--- src/rtl/pio_pkg.sv ---
package pio_pkg;
  localparam int NIB_W  = 4;
  localparam int PORT_W = 2 * NIB_W;
  localparam int NUM_NIB = PORT_W / NIB_W;
  localparam int SEL_W  = $clog2(PORT_W);
  localparam int ADDR_W = 2;

  typedef enum logic [ADDR_W-1:0] {
    SEL_A   = 2'b00,
    SEL_B   = 2'b01,
    SEL_C   = 2'b10,
    SEL_CTL = 2'b11
  } portSel_e;

  // Stored configuration, bit order matches control byte bits 6..0
  typedef struct packed {
    logic [1:0] modeA;
    logic       dirA;
    logic       dirCHi;
    logic       modeB;
    logic       dirB;
    logic       dirCLo;
  } modeCfg_t;

  localparam modeCfg_t CFG_RESET = '{modeA: 2'b00, dirA: 1'b1, dirCHi: 1'b1,
                                     modeB: 1'b0, dirB: 1'b1, dirCLo: 1'b1};

  // Strobes from control to datapath
  typedef struct packed {
    logic     ldA;
    logic     ldB;
    logic     ldC;
    logic     ldMode;
    logic     ldBit;
    logic     rdEn;
    portSel_e rdSel;
  } busStrb_t;
endpackage

--- src/rtl/pio_bus_ctrl.sv ---
module pio_bus_ctrl
  import pio_pkg::*;
(
  input  logic              clk,
  input  logic              rst_n,
  input  logic              csN,
  input  logic              rdN,
  input  logic              wrN,
  input  logic [ADDR_W-1:0] addr,
  input  logic [PORT_W-1:0] wrData,
  output busStrb_t          strb,
  output modeCfg_t          cfg,
  output logic [1:0]        grpAMode,
  output logic              grpBMode
);
  logic wrHit;
  logic rdHit;
  logic ctlHit;
  logic isModeWord;

  always_comb begin
    wrHit      = !csN && !wrN;
    rdHit      = !csN && !rdN;
    ctlHit     = wrHit && (portSel_e'(addr) == SEL_CTL);
    isModeWord = wrData[PORT_W-1];
    strb.ldA    = wrHit && (portSel_e'(addr) == SEL_A);
    strb.ldB    = wrHit && (portSel_e'(addr) == SEL_B);
    strb.ldC    = wrHit && (portSel_e'(addr) == SEL_C);
    strb.ldMode = ctlHit && isModeWord;
    strb.ldBit  = ctlHit && !isModeWord;
    strb.rdEn   = rdHit;
    strb.rdSel  = portSel_e'(addr);
  end

  always_ff @(posedge clk or negedge rst_n) begin
    if (!rst_n) begin
      cfg <= CFG_RESET;
    end else if (strb.ldMode) begin
      cfg <= modeCfg_t'(wrData[PORT_W-2:0]);
    end
  end

  // Codes 2 and 3 both mean the bidirectional mode
  always_comb begin
    grpAMode = cfg.modeA[1] ? 2'd2 : cfg.modeA;
    grpBMode = cfg.modeB;
  end
endmodule

--- src/rtl/pio_datapath.sv ---
module pio_datapath
  import pio_pkg::*;
(
  input  logic              clk,
  input  logic              rst_n,
  input  busStrb_t          strb,
  input  modeCfg_t          cfg,
  input  logic [PORT_W-1:0] wrData,
  input  logic [PORT_W-1:0] paIn,
  input  logic [PORT_W-1:0] pbIn,
  input  logic [PORT_W-1:0] pcIn,
  output logic [PORT_W-1:0] paOut,
  output logic [PORT_W-1:0] pbOut,
  output logic [PORT_W-1:0] pcOut,
  output logic [PORT_W-1:0] paOe,
  output logic [PORT_W-1:0] pbOe,
  output logic [PORT_W-1:0] pcOe,
  output logic [PORT_W-1:0] rdData
);
  logic [PORT_W-1:0] latA, latB, latC;
  logic [PORT_W-1:0] capA, capB;
  logic [PORT_W-1:0] viewA, viewB, viewC;
  logic [SEL_W-1:0]  bitIdx;

  assign bitIdx = wrData[SEL_W:1];

  // Output latches
  always_ff @(posedge clk or negedge rst_n) begin
    if (!rst_n) begin
      latA <= '0;
      latB <= '0;
      latC <= '0;
    end else if (strb.ldMode) begin
      latA <= '0;
      latB <= '0;
      latC <= '0;
    end else begin
      if (strb.ldA) latA <= wrData;
      if (strb.ldB) latB <= wrData;
      if (strb.ldC) begin
        latC <= wrData;
      end else if (strb.ldBit) begin
        latC[bitIdx] <= wrData[0];
      end
    end
  end

  // Input capture registers for ports A and B
  always_ff @(posedge clk or negedge rst_n) begin
    if (!rst_n) begin
      capA <= '0;
      capB <= '0;
    end else begin
      capA <= paIn;
      capB <= pbIn;
    end
  end

  assign paOut = latA;
  assign pbOut = latB;
  assign pcOut = latC;
  assign paOe  = {PORT_W{~cfg.dirA}};
  assign pbOe  = {PORT_W{~cfg.dirB}};
  assign viewA = cfg.dirA ? capA : latA;
  assign viewB = cfg.dirB ? capB : latB;

  // Per-nibble direction of port C
  for (genvar g = 0; g < NUM_NIB; g++) begin : g_cnib
    logic nibIn;
    assign nibIn = (g == 0) ? cfg.dirCLo : cfg.dirCHi;
    assign pcOe[g*NIB_W +: NIB_W]  = {NIB_W{~nibIn}};
    assign viewC[g*NIB_W +: NIB_W] = nibIn ? pcIn[g*NIB_W +: NIB_W]
                                           : latC[g*NIB_W +: NIB_W];
  end

  always_comb begin
    rdData = '0;
    if (strb.rdEn) begin
      unique case (strb.rdSel)
        SEL_A:   rdData = viewA;
        SEL_B:   rdData = viewB;
        SEL_C:   rdData = viewC;
        default: rdData = '0;
      endcase
    end
  end
endmodule

--- src/rtl/pio_top.sv ---
module pio_top
  import pio_pkg::*;
(
  input  logic              clk,
  input  logic              rst_n,
  input  logic              csN,
  input  logic              rdN,
  input  logic              wrN,
  input  logic [1:0]        addr,
  input  logic [7:0]        wrData,
  output logic [7:0]        rdData,
  input  logic [7:0]        paIn,
  output logic [7:0]        paOut,
  output logic [7:0]        paOe,
  input  logic [7:0]        pbIn,
  output logic [7:0]        pbOut,
  output logic [7:0]        pbOe,
  input  logic [7:0]        pcIn,
  output logic [7:0]        pcOut,
  output logic [7:0]        pcOe,
  output logic [1:0]        grpAMode,
  output logic              grpBMode
);
  busStrb_t strb;
  modeCfg_t cfg;

  pio_bus_ctrl u_ctrl (
    .clk(clk), .rst_n(rst_n), .csN(csN), .rdN(rdN), .wrN(wrN),
    .addr(addr), .wrData(wrData), .strb(strb), .cfg(cfg),
    .grpAMode(grpAMode), .grpBMode(grpBMode)
  );

  pio_datapath u_dp (
    .clk(clk), .rst_n(rst_n), .strb(strb), .cfg(cfg), .wrData(wrData),
    .paIn(paIn), .pbIn(pbIn), .pcIn(pcIn),
    .paOut(paOut), .pbOut(pbOut), .pcOut(pcOut),
    .paOe(paOe), .pbOe(pbOe), .pcOe(pcOe), .rdData(rdData)
  );
endmodule

--- config.mk ---
export PLATFORM = sky130hd
export DESIGN_NAME = pio_top
export DESIGN_NICKNAME = d
export VERILOG_FILES = /design/src/rtl/pio_pkg.sv /design/src/rtl/pio_bus_ctrl.sv /design/src/rtl/pio_datapath.sv /design/src/rtl/pio_top.sv
export SDC_FILE = /design/constraint.sdc
export NUM_CORES = 1
export LEC_CHECK = 0
export CAP_MARGIN = 30
export CELL_PAD_IN_SITES_DETAIL_PLACEMENT = 0
export CELL_PAD_IN_SITES_GLOBAL_PLACEMENT = 1
export CORE_MARGIN = 2
export CORE_UTILIZATION = 33
export DETAILED_ROUTE_END_ITERATION = 10
export PLACE_DENSITY_LB_ADDON = 0.1
export SLEW_MARGIN = 20
export SYNTH_ARGS = -nofsm -noshare
export SYNTH_HDL_FRONTEND = slang
export SYNTH_SLANG_ARGS = --single-unit
--- constraint.sdc ---
create_clock -name clk -period 1.9 [get_ports clk]
set_input_delay 0.38 -clock clk [delete_from_list [all_inputs] [get_ports clk]]
set_output_delay 0.38 -clock clk [all_outputs]
set_load 0.02 [all_outputs]
==> results of run 1 <==
-- what timing repair did --
item	4_1_cts	5_1_grt
pin swaps	1	2
setup endpoints to repair	32	16
setup buffers	0	2
resized for setup	105	21
-- final cells by class --
type	instances	area share, %
Timing Repair Buffer	152	33.9
Multi-Input combinational cell	142	30.2
Sequential cell	47	29.1
Tap cell	102	3.15
Clock buffer	5	1.70
Clock inverter	3	1.14
Inverter	8	0.740
Antenna cell	1	0.0617
-- layout by cell type, fill, tap and decap left out, types with 2 or more instances in the layout --
cell / instances
mux2_2: 7
a31o_2: 2
or3b_2: 2
o21ai_0: 4
buf_12: 3
a21oi_1: 15
dfstp_2: 4
mux2i_1: 27
o22ai_2: 5
nor3b_1: 2
nor4_4: 2
clkbuf_8: 5
dlygate4sd2_1: 20
o22ai_4: 3
buf_2: 9
nand3b_1: 2
buf_6: 12
inv_1: 7
nor2b_1: 4
nand2b_1: 2
clkdlybuf4s50_1: 60
nor2_1: 2
dfrtp_1: 43
mux2i_2: 7
mux2_4: 5
nor2_2: 7
a2bb2oi_1: 2
buf_4: 48
nand2_1: 18
-- routing by layer --
metal / wire length (um) / GRT usage, % / part of all wire [%] / vias to the layer above
met5: 0 / 0 / 0 / -
met4: 76 / 3.86 / 0.99 / 0
met3: 509 / 3.82 / 6.7 / 7
met2: 3640 / 29.0 / 48 / 91
met1: 3410 / 24.8 / 45 / 1052
li1: - / - / - / 1061
-- through the flow --
step | hold WS (ns) | setup WS (ns) | instance area [sq um]
floorplan | 0.0844 | 0.00195 | 2580
CTS | 0.0247 | -0.162 | 4020
detailed placement | 0.356 | -0.882 | 3850
global placement | 0.364 | -0.880 | 3850
finish | 0.0187 | -0.174 | 4060
global route | 0.0451 | -0.221 | 4060
-- kinds of logic (layout without fill, tap and decap cells) --
logic type,after synthesis,count (layout),share of synthesized area [%]
compound gates,44,44,11.3
buf+inv,47,168,11.3
flops,47,47,45.7
mux,47,47,18.8
other cells,0,1,0
simple gates,51,51,12.9
-- state kept, by name, indices dropped and copies added (netlist names) --
| register | flops |
|---|---|
| u_dp.paOut | 8 |
| u_dp.capA | 8 |
| u_dp.capB | 8 |
| u_dp.pbOut | 8 |
| u_ctrl.cfg | 6 |
| u_dp.pcOut | 8 |
| u_ctrl.grpBMode | 1 |
-- power breakdown --
group	switching [mW]	internal, mW
Combinational	0.787	0.830
Sequential	0.128	1.16
Clock	0.365	0.397
-- worst paths after layout --
check | from | to | cells past startpoint
min reg2reg | u_ctrl.grpBMode | u_ctrl.grpBMode | 1
max in group asynchronous | rst_n | u_ctrl.cfg[1] | 2
min | rst_n | u_dp.pcOut[2] | 1
min in group clk | paIn[5] | u_dp.capA[5] | 1
max | u_ctrl.cfg[4] | rdData[1] | 5
max reg2reg | u_ctrl.cfg[1] | u_ctrl.cfg[1] | 3
==> results.md, run 1 <==
- Seq cells post-synth: 47
- Slowest CP cell: dfstp_2
- Register area share after synthesis: 45.7%
- I/O pins: 98
- R2R setup slack: 0.79 ns
- Critical Path, Cell by Cell: buf_12 > mux2i_2 > mux2_4 > o22ai_4 > buf_6
- Fin. max-slew vios: 0
- Worst endpoint required time: 1.52 ns
- Number of placed cells counting well taps: 449
- Post-synth EDFFs: 0
- Minimum clock period: 2.07 ns
- Startpoint types: register
- Post-route insts no fill: 460
- VDD IR max: 387 uV
- Area grow syn2layout: 56.9%
- Row count: 32
- Multi-input gate area: 1220 sq um
- Tcrit/Tclk final: 109%
- Total Neg Setup Slack: -1.19 ns
- Most frequent cells after synthesis: 43 x dfrtp_1, 34 x mux2i_1, 23 x buf_4
- Asr flop ratio synth: 100%
- Htree depth: 2
- Syn nets: 275
- Initial antenna violation count: 1
- GPL Wtd Cong: 0.838
- Slew HR: 68.7%
- Largest delay contributor family on the critical path: flip-flops
- Worst EP arrival: 1.69 ns
- Final hold violations: 0
- Core Util, Final: 53.0%
- Cts hold-fix bufs: 0
- Vias per cell: 4.81
- Failing checks: setup timing
- Share of cells above drive strength 1: 35.6%
- CP Capture Type: output pin
- DRT antenna net count: 0
- First drt pass iteration count: 4
- Yosys top cell by area: dfrtp_1
- Slew @ Worst Pin: 0.470 ns
- Routed len/inst: 16.6 um
- Hold WC Path Type: in -> async
- Status: complete, but fails checks
- CTS buffer count: 5
- Yosys cell types: 48
- Post-synth top area share: 41.6%
- Critical setup path kind: reg -> out
- Largest net degree at the start of global routing: 31
- Worst path bufs/invs: 2
- GRT Total Usage: 17.9%
- DIE WIDTH: 92.5 um
- Total Nets Final: 395
- Number of global-route vias before repair: 2164
- Layout Skew: 0 ns
- Design Power: 3.67 mW
- Largest stage delay on the critical path: 0.58 ns
- Most common cell in the synthesized netlist: dfrtp_1
- Die Ht: 92.5 um
- Total number of vias: 2211
- Synth warnings: 0
- Crit Path Max Fanout: 6
- Max-Cap Viols: 0
- Port Buf Inserts: 97
- Synth Flop Type: dfrtp_1
- Syn avg cell area: 11.0 sq um
- Final setup fails: 8
- Setup repair after global routing missed its margin: yes
- Fmax: 482 MHz
- Clock buffer depth: 2
- Core ar.: 7650 sq um
- Routed Wire Length: 7.64 mm
- Detail Placement HPWL: 5.76 mm
- GR Overflow Total: 0
- Die area: 8560 sq um
- Final WS setup: -0.174 ns
- Sequential cell area: 1180 sq um
- First-pass GRT wire length: 11.7 mm
- Filler cells: 705
- Clk sinks: 47
- Worst-skew pair later-pin latency: 0.29 ns
- DRC viols: 0
- Leak: 1.78 nW
- Root buf cell: clkbuf_8
- PD cells: 905 nW/um^2
- Clock slew seen by the registers of the worst setup and hold paths: 0.10 ns
- Cell count after synthesis: 236
- Synthesized cell area: 2580 sq um
- Starting Density: 33.8%
- Synth area leaders: dfrtp_1 42%, mux2i_1 13%, buf_4 6.7%, mux2_2 5.2%, dfstp_2 4.1%
- CTS tree: built
- Starting DRC count in detailed routing: 57
(Power assumes the default switching activity.)
==> run 2: changes to the inputs <==
Clock period 1.9 ns to 2.3 ns, I/O delays scaled along.
==> results.md, run 2 (synthesis results as in run 1) <==
- Starting Density: 33.8% (unchanged)
- VDD IR max: 304 uV (was 387 uV)
- Fmax: 441 MHz
- CTS buffer count: 5 (unchanged)
- Worst-skew pair later-pin latency: 0.29 ns (about the same)
- Port Buf Inserts: 97 (unchanged)
- Final hold violations: 0 (unchanged)
- Setup repair after global routing missed its margin: no (was yes)
- Die area: 8560 sq um (unchanged)
- Number of global-route vias before repair: 2059 (was 2164)
- Worst EP arrival: 1.81 ns (was 1.69 ns)
- # diodes: 0 (was 1)
- Total number of vias: 2093 (was 2211)
- PD cells: 756 nW/um^2 (was 905 nW/um^2)
- Switching power: 0.967 mW (was 1.28 mW)
- Final hold slack: 0.142 ns (was 0.0187 ns)
- Vias per cell: 4.86 (was 4.81)
- Sequential share of power: 37.9% (was 35.2%)
- Commonest non-fill, non-tap cell in the layout: clkdlybuf4s50_1 (unchanged)
- DRT antenna net count: 0 (unchanged)
- GRT Total Usage: 17.5% (was 17.9%)
- Detail Placement HPWL: 5.54 mm (was 5.76 mm)
- Status: finished, final reports clean (was complete, but fails checks)
- Starting DRC count in detailed routing: 119 (was 57)
- Highest-count cells in the layout ignoring fill and taps: 76 x clkdlybuf4s50_1, 43 x dfrtp_1, 34 x mux2i_1 (was 60 x clkdlybuf4s50_1, 48 x buf_4, 43 x dfrtp_1)
- Final setup fails: 0 (was 8)
- P_int: 1.90 mW (was 2.39 mW)
- Leak: 1.68 nW (was 1.78 nW)
- Clock buffer depth: 2 (unchanged)
- Tcrit/Tclk final: 98.6%
- Slew @ Worst Pin: 0.551 ns (was 0.470 ns)
- Initial antenna violation count: 0 (was 1)
- Post-CTS Setup Inserts: 0 (unchanged)
- I/O pins: 98 (unchanged)
- Fin. max-slew vios: 0 (unchanged)
- Hold WC Path Type: in -> async (unchanged)
- Area grow syn2layout: 46.5% (was 56.9%)
- Routed len/inst: 17.2 um (was 16.6 um)
- Layout Skew: 0 ns (unchanged)
- Worst endpoint required time: 1.84 ns (was 1.52 ns)
- Row count: 32 (unchanged)
- Clk sinks: 47 (unchanged)
- Post-cts resize count: 53 (was 105)
- Clock slew seen by the registers of the worst setup and hold paths: 0.09 ns (was 0.10 ns)
- GR Overflow Total: 0 (unchanged)
- Design Power: 2.86 mW (was 3.67 mW)
- Startpoint types: input port (was register)
- Largest net degree at the start of global routing: 27 (was 31)
- Max-Cap Viols: 0 (unchanged)
- Clock power frac: 20.3% (was 20.8%)
- Switching Share: 33.8% (was 34.9%)
- Logic pwr share: 41.9% (was 44.1%)
- Core ar.: 7650 sq um (unchanged)
- Cts hold-fix bufs: 0 (unchanged)
- First-pass GRT wire length: 11.5 mm (was 11.7 mm)
- CTS tree: built (unchanged)
- Total Nets Final: 368 (was 395)
- Die Ht: 92.5 um (unchanged)
- Root buf cell: clkbuf_8 (unchanged)
- GPL Wtd Cong: 0.834 (was 0.838)
- Critical setup path kind: in -> out (was reg -> out)
- DIE WIDTH: 92.5 um (unchanged)
- DRC viols: 0 (unchanged)
- First drt pass iteration count: 4 (unchanged)
- Slew HR: 63.3% (was 68.7%)
- Routed Wire Length: 7.40 mm (was 7.64 mm)
- Minimum clock period: 2.27 ns
- Share of cells above drive strength 1: 24.6% (was 35.6%)
- Crit Path Max Fanout: 12 (was 6)
- Htree depth: 2 (unchanged)
- CP Capture Type: output pin (unchanged)
## run 2: final cells by class
| class | count | area, sq um |
|---|---|---|
| Fill cell | 707 | 3860 |
| Timing Repair Buffer | 125 | 1200 |
| Sequential cell | 47 | 1180 |
| Multi-Input combinational cell | 142 | 1140 |
| Tap cell | 102 | 128 |
| Clock buffer | 6 | 72.6 |
| Clock inverter | 1 | 30.0 |
| Inverter | 8 | 30.0 |
## run 2: stage by stage
step | worst slack (ns) | utilization (%) | instances | setup TNS (ns) | cell area, sq um
floorplan | 0.242 | - | 236 | 0 | 2580
global placement | -0.637 | 47.8 | 424 | -4.89 | 3650
detailed placement | -0.664 | 47.8 | 424 | -5.06 | 3650
CTS | 0.000455 | 49.3 | 431 | 0 | 3770
global route | 0.00313 | 49.5 | 431 | 0 | 3790
finish | 0.0329 | 49.5 | 431 | 0 | 3790
## run 2: metal layers
layer | GRT usage, % | routed length, um
met1 | 23.7 | 3380
met2 | 28.8 | 3490
met3 | 3.74 | 452
met4 | 4.23 | 76
met5 | 0 | 0
## run 2: power by group through the flow
stage,Combinational [mW],Clock (mW),Sequential (mW)
4_1_cts,1.22,0.612,1.09
5_1_grt,1.28,0.642,1.10
3_3_place_gp,1.20,0,1.10
6_report,1.20,0.580,1.08
3_5_place_dp,1.21,0,1.10
2_1_floorplan,0.648,0,1.14
## run 2: critical path: stages
cell,delay [ns]
dlygate4sd2_1,0.27
buf_6,0.16
or3_1,0.37
buf_4,0.20
o22ai_2,0.19
buf_4,0.16
## run 2: worst paths after layout
path	start	to	slack (ns)	cells past startpoint
worst max-delay path	addr[0]	rdData[0]	0.03	6
worst min-delay path	rst_n	u_dp.pcOut[7]	0.14	1
worst max register to register	u_ctrl.cfg[1]	u_ctrl.cfg[1]	1.13	3
worst min register to register	u_ctrl.grpBMode	u_ctrl.grpBMode	0.51	1
max in group asynchronous	rst_n	u_ctrl.cfg[4]	1.55	2
min in group clk	u_ctrl.grpBMode	u_ctrl.grpBMode	0.51	1
==> run 3: changes to the inputs <==
Settings changed: GPL_TIMING_DRIVEN set to 1.
==> results of run 3 <==
Final layout, timing and power as in run 2 (identical DEF).
